`config.mk`:
```
export PLATFORM = sky130hd
export DESIGN_NAME = pc_xfer_unit
export DESIGN_NICKNAME = d
export VERILOG_FILES = /design/src/rtl/pcx_pkg.sv /design/src/rtl/pcx_target.sv /design/src/rtl/pcx_seq.sv /design/src/rtl/pcx_guard.sv /design/src/rtl/pc_xfer_unit.sv
export SDC_FILE = /design/constraint.sdc
export NUM_CORES = 1
export LEC_CHECK = 0
export BUFFER_PORTS_ARGS = -buffer_cell sky130_fd_sc_hd__buf_2
export CAP_MARGIN = 10
export CORE_MARGIN = 1.5
export CORE_UTILIZATION = 45
export DETAILED_ROUTE_END_ITERATION = 10
export PLACE_DENSITY = 0.76
export SKIP_CTS_REPAIR_TIMING = 1
export SLEW_MARGIN = 5
export SYNTH_ARGS = -nofsm -noshare
export SYNTH_HDL_FRONTEND = slang
export SYNTH_HIERARCHICAL = 1
export SYNTH_SLANG_ARGS = --single-unit
```
`constraint.sdc`:
```
create_clock -name clk -period 7.1 [get_ports clk]
set_clock_uncertainty 0.15 [all_clocks]
set_input_delay 1.42 -clock clk [delete_from_list [all_inputs] [get_ports clk]]
set_output_delay 1.42 -clock clk [all_outputs]
set_load 0.02 [all_outputs]
```
`src/rtl/pcx_pkg.sv`:
```
package pcx_pkg;
  typedef enum logic [3:0] {
    XK_SEQ   = 4'd0,
    XK_JLONG = 4'd1,
    XK_JPAGE = 4'd2,
    XK_JREL  = 4'd3,
    XK_JIDX  = 4'd4,
    XK_JTAB  = 4'd5,
    XK_LTAB  = 4'd6,
    XK_CLONG = 4'd7,
    XK_CPAGE = 4'd8,
    XK_RET   = 4'd9
  } xfer_kind_e;

  localparam logic [7:0] TRAP_OPCODE = 8'h00;

  function automatic logic kind_is_table(input logic [3:0] k);
    return (k == XK_JTAB) || (k == XK_LTAB);
  endfunction

  function automatic logic kind_is_call(input logic [3:0] k);
    return (k == XK_CLONG) || (k == XK_CPAGE);
  endfunction
endpackage

```
`src/rtl/pcx_target.sv`:
```
module pcx_target #(
  parameter int PC_W   = 15,
  parameter int PAGE_W = 12,
  parameter int IDX_W  = 8,
  parameter int REL_W  = 6,
  parameter int LEN_W  = 2
) (
  input  logic [3:0]       kind,
  input  logic [PC_W-1:0]  pc_cur,
  input  logic [LEN_W-1:0] len,
  input  logic [PC_W-1:0]  imm,
  input  logic [REL_W-1:0] rel,
  input  logic [IDX_W-1:0] acc,
  input  logic [IDX_W-1:0] tab_byte,
  input  logic [PC_W-1:0]  pop_addr,
  output logic [PC_W-1:0]  next_pc,
  output logic [PC_W-1:0]  link_addr,
  output logic [PC_W-1:0]  tab_addr
);
  import pcx_pkg::*;

  localparam int HI_PAGE = PC_W - PAGE_W;
  localparam int HI_IDX  = PC_W - IDX_W;
  localparam int EXT_W   = PC_W - REL_W;

  logic [PC_W-1:0] seq_tgt, rel_tgt, page_tgt, idx_tgt, tabj_tgt, rel_ext;

  always_comb begin
    rel_ext   = {{EXT_W{rel[REL_W-1]}}, rel};
    seq_tgt   = pc_cur + PC_W'(len);
    rel_tgt   = pc_cur + rel_ext;
    page_tgt  = {pc_cur[PC_W-1 -: HI_PAGE], imm[PAGE_W-1:0]};
    idx_tgt   = {pc_cur[PC_W-1 -: HI_IDX], acc};
    tabj_tgt  = {pc_cur[PC_W-1 -: HI_IDX], tab_byte};
    tab_addr  = idx_tgt;
    link_addr = seq_tgt;
  end

  always_comb begin
    case (kind)
      XK_JLONG, XK_CLONG: next_pc = imm;
      XK_JPAGE, XK_CPAGE: next_pc = page_tgt;
      XK_JREL:            next_pc = rel_tgt;
      XK_JIDX:            next_pc = idx_tgt;
      XK_JTAB:            next_pc = tabj_tgt;
      XK_RET:             next_pc = pop_addr;
      default:            next_pc = seq_tgt;
    endcase
  end
endmodule

```
`src/rtl/pcx_seq.sv`:
```
module pcx_seq (
  input  logic       clk,
  input  logic       rst_n,
  input  logic       cmd_valid,
  input  logic [3:0] kind,
  input  logic       push_ready,
  input  logic       pop_valid,
  output logic       cmd_ready,
  output logic       fire,
  output logic       tab_issue,
  output logic       push_valid,
  output logic       pop_ready
);
  import pcx_pkg::*;

  logic tab_phase_q;
  logic is_tab, is_call, is_ret;

  always_comb begin
    is_tab  = kind_is_table(kind);
    is_call = kind_is_call(kind);
    is_ret  = (kind == XK_RET);
    if (is_tab)       cmd_ready = tab_phase_q;
    else if (is_call) cmd_ready = push_ready;
    else if (is_ret)  cmd_ready = pop_valid;
    else              cmd_ready = 1'b1;
    fire       = cmd_valid && cmd_ready;
    tab_issue  = cmd_valid && is_tab && !tab_phase_q;
    push_valid = cmd_valid && is_call;
    pop_ready  = cmd_valid && is_ret;
  end

  always_ff @(posedge clk) begin
    if (!rst_n)         tab_phase_q <= 1'b0;
    else if (tab_issue) tab_phase_q <= 1'b1;
    else if (fire)      tab_phase_q <= 1'b0;
  end
endmodule

```
`src/rtl/pcx_guard.sv`:
```
module pcx_guard #(
  parameter int PC_W      = 15,
  parameter int PROG_SIZE = 20480
) (
  input  logic            clk,
  input  logic            rst_n,
  input  logic [PC_W-1:0] addr,
  input  logic [7:0]      mem_rdata,
  output logic [7:0]      fetch_data
);
  import pcx_pkg::*;

  logic oor, oor_q;

  generate
    if (PROG_SIZE >= (1 << PC_W)) begin : g_full
      assign oor = 1'b0;
    end else begin : g_partial
      localparam logic [PC_W:0] LIMIT = (PC_W+1)'(PROG_SIZE);
      assign oor = ({1'b0, addr} >= LIMIT);
    end
  endgenerate

  always_ff @(posedge clk) begin
    if (!rst_n) oor_q <= 1'b0;
    else        oor_q <= oor;
  end

  assign fetch_data = oor_q ? TRAP_OPCODE : mem_rdata;
endmodule

```
`src/rtl/pc_xfer_unit.sv`:
```
module pc_xfer_unit #(
  parameter int PC_W      = 15,
  parameter int PAGE_W    = 12,
  parameter int IDX_W     = 8,
  parameter int REL_W     = 6,
  parameter int LEN_W     = 2,
  parameter int PROG_SIZE = 20480
) (
  input  logic             clk,
  input  logic             rst_n,
  input  logic             cmd_valid,
  output logic             cmd_ready,
  input  logic [3:0]       cmd_kind,
  input  logic [LEN_W-1:0] cmd_len,
  input  logic [PC_W-1:0]  cmd_imm,
  input  logic [REL_W-1:0] cmd_rel,
  input  logic [IDX_W-1:0] acc,
  output logic             stk_push_valid,
  input  logic             stk_push_ready,
  output logic [PC_W-1:0]  stk_push_data,
  output logic             stk_pop_ready,
  input  logic             stk_pop_valid,
  input  logic [PC_W-1:0]  stk_pop_data,
  output logic [PC_W-1:0]  fetch_addr,
  input  logic [7:0]       mem_rdata,
  output logic [7:0]       fetch_data,
  output logic             tbl_valid,
  output logic [7:0]       tbl_data,
  output logic [PC_W-1:0]  pc
);
  import pcx_pkg::*;

  logic            fire, tab_issue;
  logic [PC_W-1:0] pc_q, next_pc, link_addr, tab_addr;

  pcx_seq u_seq (
    .clk        (clk),
    .rst_n      (rst_n),
    .cmd_valid  (cmd_valid),
    .kind       (cmd_kind),
    .push_ready (stk_push_ready),
    .pop_valid  (stk_pop_valid),
    .cmd_ready  (cmd_ready),
    .fire       (fire),
    .tab_issue  (tab_issue),
    .push_valid (stk_push_valid),
    .pop_ready  (stk_pop_ready)
  );

  pcx_target #(
    .PC_W(PC_W), .PAGE_W(PAGE_W), .IDX_W(IDX_W), .REL_W(REL_W), .LEN_W(LEN_W)
  ) u_target (
    .kind      (cmd_kind),
    .pc_cur    (pc_q),
    .len       (cmd_len),
    .imm       (cmd_imm),
    .rel       (cmd_rel),
    .acc       (acc),
    .tab_byte  (fetch_data[IDX_W-1:0]),
    .pop_addr  (stk_pop_data),
    .next_pc   (next_pc),
    .link_addr (link_addr),
    .tab_addr  (tab_addr)
  );

  pcx_guard #(.PC_W(PC_W), .PROG_SIZE(PROG_SIZE)) u_guard (
    .clk        (clk),
    .rst_n      (rst_n),
    .addr       (fetch_addr),
    .mem_rdata  (mem_rdata),
    .fetch_data (fetch_data)
  );

  always_ff @(posedge clk) begin
    if (!rst_n)    pc_q <= '0;
    else if (fire) pc_q <= next_pc;
  end

  assign fetch_addr    = tab_issue ? tab_addr : pc_q;
  assign stk_push_data = link_addr;
  assign tbl_valid     = fire && (cmd_kind == XK_LTAB);
  assign tbl_data      = fetch_data;
  assign pc            = pc_q;
endmodule

```
==> impl_metrics.toml, run 1 <==
[status]
status = "complete, no violations"

[synthesis]
synth_top_area_cell = "dfxtp_1"
synthCells = 365
synth-seq-cells = 17
netlist_area_mm2 = 0.00296
syn_area_per_cell_um2 = 8.12
synth_top_flop_cell = "dfxtp_1"
synth_cell_types = 66
ys_seq_area_share_pct = 11.5
synth.area.top_cells = "dfxtp_1 (11%), ha_1 (6.8%), mux2i_1 (6.8%)"
yosysWarnings = 6
synth_edf_count = 0
synthDominantCellAreaShare_pct = 11.5
synth_nets = 446
synthArstFlopShare_pct = 0

[floorplanning]
start_util_pct = 46.7
die_width_um = 84.2
fp-row-count = 29
io_pins = 128
die_area_mm2 = 0.00708
die_h_um = 84.2
core_area_mm2 = 0.00635

[drt]
drc = 0
ant_nets = 0
first_pass_iters = 5
drt-initial-drc-count = 294
num_vias = 3164
viasPerCell = 5.88
wirelength_um = 9090
drt-wirelength-per-cell_um = 16.9

[pwr]
ir_worst_vdd_uv = 67.4
p_leak_uw = 0.00168
total_power_uw = 436
p_sw_uw = 191
power_density_mw_per_mm2 = 125
comb_power_share_pct = 55.2
power_frac_seq_pct = 26.7
p_clk_share_pct = 18.1
p_int_uw = 245
p_sw_share_pct = 43.9

[finish]
final_util_pct = 54.7
drive_gt1_share_pct = 36.7
diodes = 0
synthToLayoutAreaGrowth_pct = 17.2
nets = 543

[place]
place_hpwl_um = 6880
io_buffers = 127
globalplace.congestion = 0.949

[grt]
grt_use_total_pct = 25.6
use_met3_pct = 2.95
grt_pass1_wl_um = 14900
top_usage_layer = "met2"
antenna_found_initial = 0
use_met2_pct = 44.8
grtUsageMet1_pct = 32.1
grt_max_degree = 30
grt_overflow = 0
grt_pass1_vias = 3044

[sta]
setup_viol = 0
finalHoldViolations = 0
tns_ns = 0
min_period_ns = 5.16
fmax_mhz = 194
grt_setup_unrepaired = "no"
worst_slew_pin_slew_ns = 1.01
maxSlewHeadroom_pct = 32.6
timing.final.crit_share_pct = 72.7
drv_slew = 0

[worst_setup_path]
path_class = "in -> out"
cp-end-kind = "output port"
required_ns = 5.53
reg2reg_slack_ns = 4.02
arrival_ns = 3.59
start_kind = "primary input"
cp_max_fo = 5

[cts]
clock-sinks = 17
clock_path_buffers = 2
cts_tree = "done"
clkLatencyLatePin_ns = 0.26
clkSlewWorstSetupHoldPaths_ns = 0.08
cts.htree.levels = 1
cts_root_buf = "clkbuf_8"
cts_buffers = 3

[worst_hold_path]
hold_class = "reg -> reg"

[run]
maxCapViolCount = 0
==> cells by family after synthesis <==
family	count (synthesis)	share of synthesized area (%)
simple gates	132	24.3
compound gates	79	20.3
buf+inv	51	11.7
fa+ha+maj	18	8.10
mux	42	16.5
xor+xnor	26	7.68
flops	17	11.5
==> layout make-up <==
type | count | area [um2]
well taps | 77 | 96.3
clock buffers | 4 | 45.0
repair buffers | 129 | 651
inverters | 14 | 52.6
fillers | 623 | 2880
multi-input cells | 297 | 2290
flip-flops and latches | 17 | 340
==> metrics by stage <==
stage / hold slack (ns) / area, um2 / setup slack (ns) / cells
final: 0.444 / 3470 / 1.94 / 538
after global routing: 0.487 / 3470 / 1.81 / 538
after CTS: 0.440 / 3470 / 1.99 / 538
after detailed placement: 0.433 / 3430 / 2.00 / 534
after global placement: 0.411 / 3430 / 2.03 / 534
after floorplan: 0.421 / 2960 / 2.51 / 365
==> synth_stat cells (2+ instances only) <==
master,n
nand4_1,5
a21o_1,3
nand2_1,30
nand3_1,12
o22ai_1,3
buf_2,4
and3_1,4
mux2_4,11
a21oi_1,16
o21ai_0,9
inv_1,14
xnor2_1,21
xor2_1,5
o21a_1,4
a222oi_1,7
buf_12,2
and2_1,2
mux2_2,11
a221o_1,4
nor3_1,4
nor2_1,24
a31oi_1,6
buf_4,25
a211oi_1,2
o211ai_1,5
clkbuf_1,3
nand2b_1,5
buf_6,3
ha_1,16
o31ai_1,2
fa_1,2
or2_1,2
dfxtp_1,17
nor3b_1,2
and2b_1,3
mux2i_1,20
nor2b_1,28
==> worst max-delay path, cell delays in order <==
cell and delay [ns]:
buf_2 0.08, ha_1 0.16, inv_1 0.06, fa_1 0.42, nor3b_1 0.79, nand2_1 0.17, xnor2_1 0.26, buf_2 0.22
==> power by group through the flow <==
stage          Combinational [uW]  Sequential, uW  Clock (uW)
2_1_floorplan                 173             122           0
3_3_place_gp                  233             118           0
3_5_place_dp                  237             118           0
4_1_cts                       239             116        80.5
5_1_grt                       262             118        83.4
6_report                      241             116        78.7
==> cells in the final DEF (no fill, tap or decap), types with 5 or more instances in the layout <==
master,instances
a31oi_1,6
mux2_2,11
nand2b_1,5
nand3_1,12
nand2_1,30
inv_1,14
dfxtp_1,17
o21ai_0,9
ha_1,16
xnor2_1,21
nand4_1,5
mux2_4,11
o211ai_1,5
nor2_1,23
a21oi_1,16
mux2i_1,20
buf_2,127
nor2b_1,28
xor2_1,5
a222oi_1,7
==> path summary, 6_finish.rpt <==
check | start | endpoint | cells past startpoint
setup reg to reg | pc[0] | pc[14] | 10
hold reg to reg | pc[0] | pc[0] | 2
hold / removal | pc[0] | pc[0] | 2
setup / recovery | cmd_len[0] | stk_push_data[10] | 8
==> flip-flops by register name (all words and copies together) (netlist names) <==
name               flops
pc                    15
u_guard/oor_q          1
u_seq/tab_phase_q      1
==> routing by layer <==
layer	vias to the layer above	routed length [um]
met5	-	0
met4	0	208
met3	20	577
met2	147	4470
met1	1500	3830
li1	1497	-
(Power assumes the default switching activity.)
==> inputs of run 2 (changes only) <==
==> constraint.sdc (replaced) <==
create_clock -name clk -period 5 [get_ports clk]
set_clock_uncertainty 0.15 [all_clocks]
set_input_delay 1 -clock clk [delete_from_list [all_inputs] [get_ports clk]]
set_output_delay 1 -clock clk [all_outputs]
set_load 0.02 [all_outputs]
==> run 2 against run 1 <==
Clock power increased by 40%; sequential power up 42%; worst hold slack worse by 0.0034 ns; clock-buffer cell count unchanged; global-route usage decreased by 2.1 points; routed wire length fell by 3.4%; utilization rose by 0.24 points; sequential cell count stayed put; die area is the same; via count shrank 2.8%; largest cell class unchanged; largest power group unchanged.
==> impl_metrics.toml, run 2 (synthesized netlist as in run 1, its figures left out) <==
[status]
status = "complete, no violations"

[grt]
grt_use_total_pct = 23.5
antenna_found_initial = 0
grt_max_degree = 30
grt_overflow = 0
grt_pass1_wl_um = 13500
grt_pass1_vias = 2769

[worst_setup_path]
path_delay_family = "buffers and inverters"
reg2reg_slack_ns = 2.10
setup.worst_path.start = "cmd_kind[0]"
cp.depth = 6
cp-endpoint = "fetch_addr[0]"
path_class = "in -> out"
arrival_ns = 2.83
r2r_start = "pc[0]"
required_ns = 3.85
r2r-end = "pc[10]"
cp_max_fo = 29
start_kind = "primary input"
cpMaxStageDelayCell = "buf_2"
crit_top_cell = "buf_2"
worst_r2r_path_depth = 11
worstPathCellList = "buf_2 -> xnor2_1 -> nor4_4 -> buf_4 -> mux2_2 -> buf_2"
max_stage_delay_ns = 0.49
crit_buf_inv = 3
cp-end-kind = "output port"

[floorplanning]
io_pins = 128
die_width_um = 84.2
core_area_mm2 = 0.00635
start_util_pct = 46.7
die_h_um = 84.2
die_area_mm2 = 0.00708
fp-row-count = 29

[cts]
cts_tree = "done"
clkLatencyLatePin_ns = 0.25
cts_root_buf = "clkbuf_8"
clock_path_buffers = 2
cts.htree.levels = 1
clkSlewWorstSetupHoldPaths_ns = 0.07
clock-sinks = 17
cts_buffers = 3

[pwr]
comb_power_share_pct = 55.1
p_sw_share_pct = 43.4
power_frac_seq_pct = 27.0
p_sw_uw = 266
p_clk_share_pct = 17.9
power_density_mw_per_mm2 = 176
ir_worst_vdd_uv = 130
p_int_uw = 347
p_leak_uw = 0.00169

[drt]
wirelength_um = 8780
drt-wirelength-per-cell_um = 16.3
ant_nets = 0
first_pass_iters = 8
drt-initial-drc-count = 209
num_vias = 3076
drc = 0
viasPerCell = 5.70

[finish]
nets = 545
diodes = 0
final_cell_mix = "buf_2 (127), nand2_1 (30), nor2b_1 (28), nor2_1 (23), xnor2_1 (21)"
stdcell_area_mm2 = 0.00349
mostFrequentLayoutCell = "buf_2"
synthToLayoutAreaGrowth_pct = 17.7
instances_no_fill = 540
largest_register_ffs = 15
drive_gt1_share_pct = 36.9

[sta]
maxSlewHeadroom_pct = 37.9
drv_slew = 0
grt_setup_unrepaired = "no"
fmax_mhz = 251
setup_viol = 0
tns_ns = 0
timing.final.crit_share_pct = 79.7
finalHoldViolations = 0
min_period_ns = 3.98
worst_slew_pin_slew_ns = 0.932

[place]
place_hpwl_um = 6810
globalplace.congestion = 0.976
io_buffers = 127
post-place-cells = 536
postPlaceCellArea_mm2 = 0.00344

[worst_hold_path]
hold_class = "reg -> reg"

[run]
maxCapViolCount = 0
-- run 2: cell types whose count changed in the layout (fill, tap and decap cells not counted) --
cell   previous run  this run
buf_4             2         4
-- run 2: per-stage QoR --
stage / setup WS (ns) / utilization (%) / hold WS (ns) / total power [uW]
floorplan: 1.25 / - / 0.421 / 419
global placement: 1.10 / 54.2 / 0.414 / 499
detailed placement: 1.03 / 54.2 / 0.430 / 503
CTS: 1.02 / 55.0 / 0.435 / 613
global route: 0.923 / 55.0 / 0.465 / 653
finish: 1.02 / 55.0 / 0.441 / 613
-- run 2: worst min-delay path: stages, from the launching register on --
cell,delay [ns]
dfxtp_1,0.36
mux2i_1,0.14
nor2b_1,0.05
-- run 2: layer usage --
metal	global-route usage (%)	vias up	wire [um]	share of wire [%]
met4	7.00	0	206	2.3
met2	40.4	119	4160	47
met1	31.3	1428	3880	44
met3	1.97	16	532	6.1
met5	0	-	0	0
li1	-	1513	-	-
-- run 2: power by group through the flow --
stage	Combinational, uW	Sequential [uW]	Clock [uW]
4_1_cts	336	165	111
2_1_floorplan	245	173	0
3_3_place_gp	332	168	0
3_5_place_dp	335	168	0
6_report	338	165	110
5_1_grt	365	167	120
-- run 2: final cells by class --
class,count,area (um2)
multi-input cells,297,2290
repair buffers,131,666
well taps,77,96.3
inverters,14,52.6
fillers,620,2860
flip-flops and latches,17,340
clock buffers,4,45.0
-- run 2: how the worst min path moves through the flow --
stage	start	end	slack [ns]	depth (start not counted)
floorplan	u_seq/tab_phase_q	u_seq/tab_phase_q	0.42	1
global placement	pc[0]	pc[0]	0.41	2
detailed placement	pc[0]	pc[0]	0.43	2
CTS	pc[0]	pc[0]	0.44	2
global route	pc[0]	pc[0]	0.46	2
finish	pc[0]	pc[0]	0.44	2
==> inputs of run 3 (changes only) <==
==> constraint.sdc (replaced) <==
create_clock -name clk -period 3.8 [get_ports clk]
set_clock_uncertainty 0.15 [all_clocks]
set_input_delay 0.76 -clock clk [delete_from_list [all_inputs] [get_ports clk]]
set_output_delay 0.76 -clock clk [all_outputs]
set_load 0.02 [all_outputs]
==> run 3 against run 2 <==
Combinational power increased by 32%; sequential cell count unchanged; worst hold slack improved by 0.0052 ns; first-iteration DRC count increased by 22%; via count increased by 1.1%; global-route usage increased by 1.4 points; design area increased by 0.25%; critical endpoint is now stk_push_data[12].
==> impl_metrics.toml, run 3 (synthesized netlist as in run 1, its figures left out) <==
[status]
status = "complete, no violations"

[drt]
num_vias = 3109
drt-wirelength-per-cell_um = 16.6
drt-initial-drc-count = 256
ant_nets = 0
first_pass_iters = 5
viasPerCell = 5.75
drc = 0
wirelength_um = 8960

[cts]
clkSlewWorstSetupHoldPaths_ns = 0.08
cts.htree.levels = 1
cts_buffers = 3
cts_tree = "done"
cts_root_buf = "clkbuf_8"
clock_path_buffers = 2
clock-sinks = 17
clkLatencyLatePin_ns = 0.26

[pwr]
p_sw_uw = 353
p_int_uw = 456
p_leak_uw = 0.00170
total_power_uw = 809
power_frac_seq_pct = 26.8
ir_worst_vdd_uv = 155
power_density_mw_per_mm2 = 231
comb_power_share_pct = 55.3
p_sw_share_pct = 43.7
p_clk_share_pct = 17.9

[place]
place_hpwl_um = 6990
postPlaceCellArea_mm2 = 0.00345
io_buffers = 127
globalplace.congestion = 0.945

[sta]
maxSlewHeadroom_pct = 31.4
timing.final.crit_share_pct = 91.2
min_period_ns = 3.47
worst_slew_pin_slew_ns = 1.03
finalHoldViolations = 0
tns_ns = 0
drv_slew = 0
setup_viol = 0
fmax_mhz = 288
grt_setup_unrepaired = "no"
whs_ns = 0.446

[worst_setup_path]
reg2reg_slack_ns = 0.91
r2r-end = "pc[10]"
path_class = "in -> out"
worst_r2r_path_depth = 11
arrival_ns = 2.56
cp_max_fo = 5
cp-end-kind = "output port"
r2r_start = "pc[0]"
required_ns = 2.89
start_kind = "primary input"

[floorplanning]
core_area_mm2 = 0.00635
die_width_um = 84.2
io_pins = 128
die_h_um = 84.2
start_util_pct = 46.7
die_area_mm2 = 0.00708
fp-row-count = 29

[finish]
drive_gt1_share_pct = 37.3
diodes = 0
stdcell_area_mm2 = 0.00350
final_cell_mix = "buf_2 (127), nand2_1 (30), nor2b_1 (28), nor2_1 (23), xnor2_1 (21)"
mostFrequentLayoutCell = "buf_2"
nets = 546
largest_register_ffs = 15
synthToLayoutAreaGrowth_pct = 18.0

[grt]
grt_use_total_pct = 24.9
grt_overflow = 0
grt_pass1_vias = 2926
grt_max_degree = 21
antenna_found_initial = 0
grt_pass1_wl_um = 14400

[worst_hold_path]
hold_path_end = "pc[0]"
hold_class = "reg -> reg"
holdCritStartpoint = "pc[0]"
hold_depth = 2

[run]
maxCapViolCount = 0
## run 3: critical path, cell delays in order
cell and delay, ns:
buf_2 0.08, ha_1 0.18, inv_1 0.06, fa_1 0.41, nor3b_1 0.28, buf_4 0.20, nand4_1 0.13, xnor2_1 0.24
buf_2 0.21
## run 3: worst max-delay path by stage
stage                     slack [ns]        from                end  cells after the start
after floorplan                 0.53  cmd_len[0]   stk_push_data[8]                      6
after CTS                       0.40  cmd_len[0]  stk_push_data[12]                      9
after global routing            0.26  cmd_len[0]  stk_push_data[12]                      9
after global placement          0.38  cmd_len[0]  stk_push_data[10]                      9
final                           0.33  cmd_len[0]  stk_push_data[12]                      9
after detailed placement        0.42  cmd_len[0]  stk_push_data[12]                      9
## run 3: routing by layer
layer  vias up  wire (um)  GRT usage (%)
met5         -          0              0
li1       1510          -              -
met3        15        616           2.26
met4         0        148           7.30
met2       133       4310           44.8
met1      1451       3880           31.4
## run 3: power by group through the flow
stage	Sequential [uW]	Combinational, uW	Clock, uW
global route	221	488	157
floorplan	228	323	0
global placement	221	438	0
finish	217	447	145
detailed placement	221	444	0
CTS	217	446	149
## run 3: metrics by stage
stage	setup WS (ns)	std cells	utilization, %
floorplan	0.526	365	-
global placement	0.381	537	54.4
detailed placement	0.418	537	54.4
CTS	0.395	541	55.1
global route	0.256	541	55.1
finish	0.334	541	55.1
## run 3: layout make-up
class	count	area [um2]
fillers	602	2850
multi-input cells	297	2290
repair buffers	132	673
flip-flops and latches	17	340
well taps	77	96.3
inverters	14	52.6
clock buffers	3	41.3
clock inverters	1	5.00
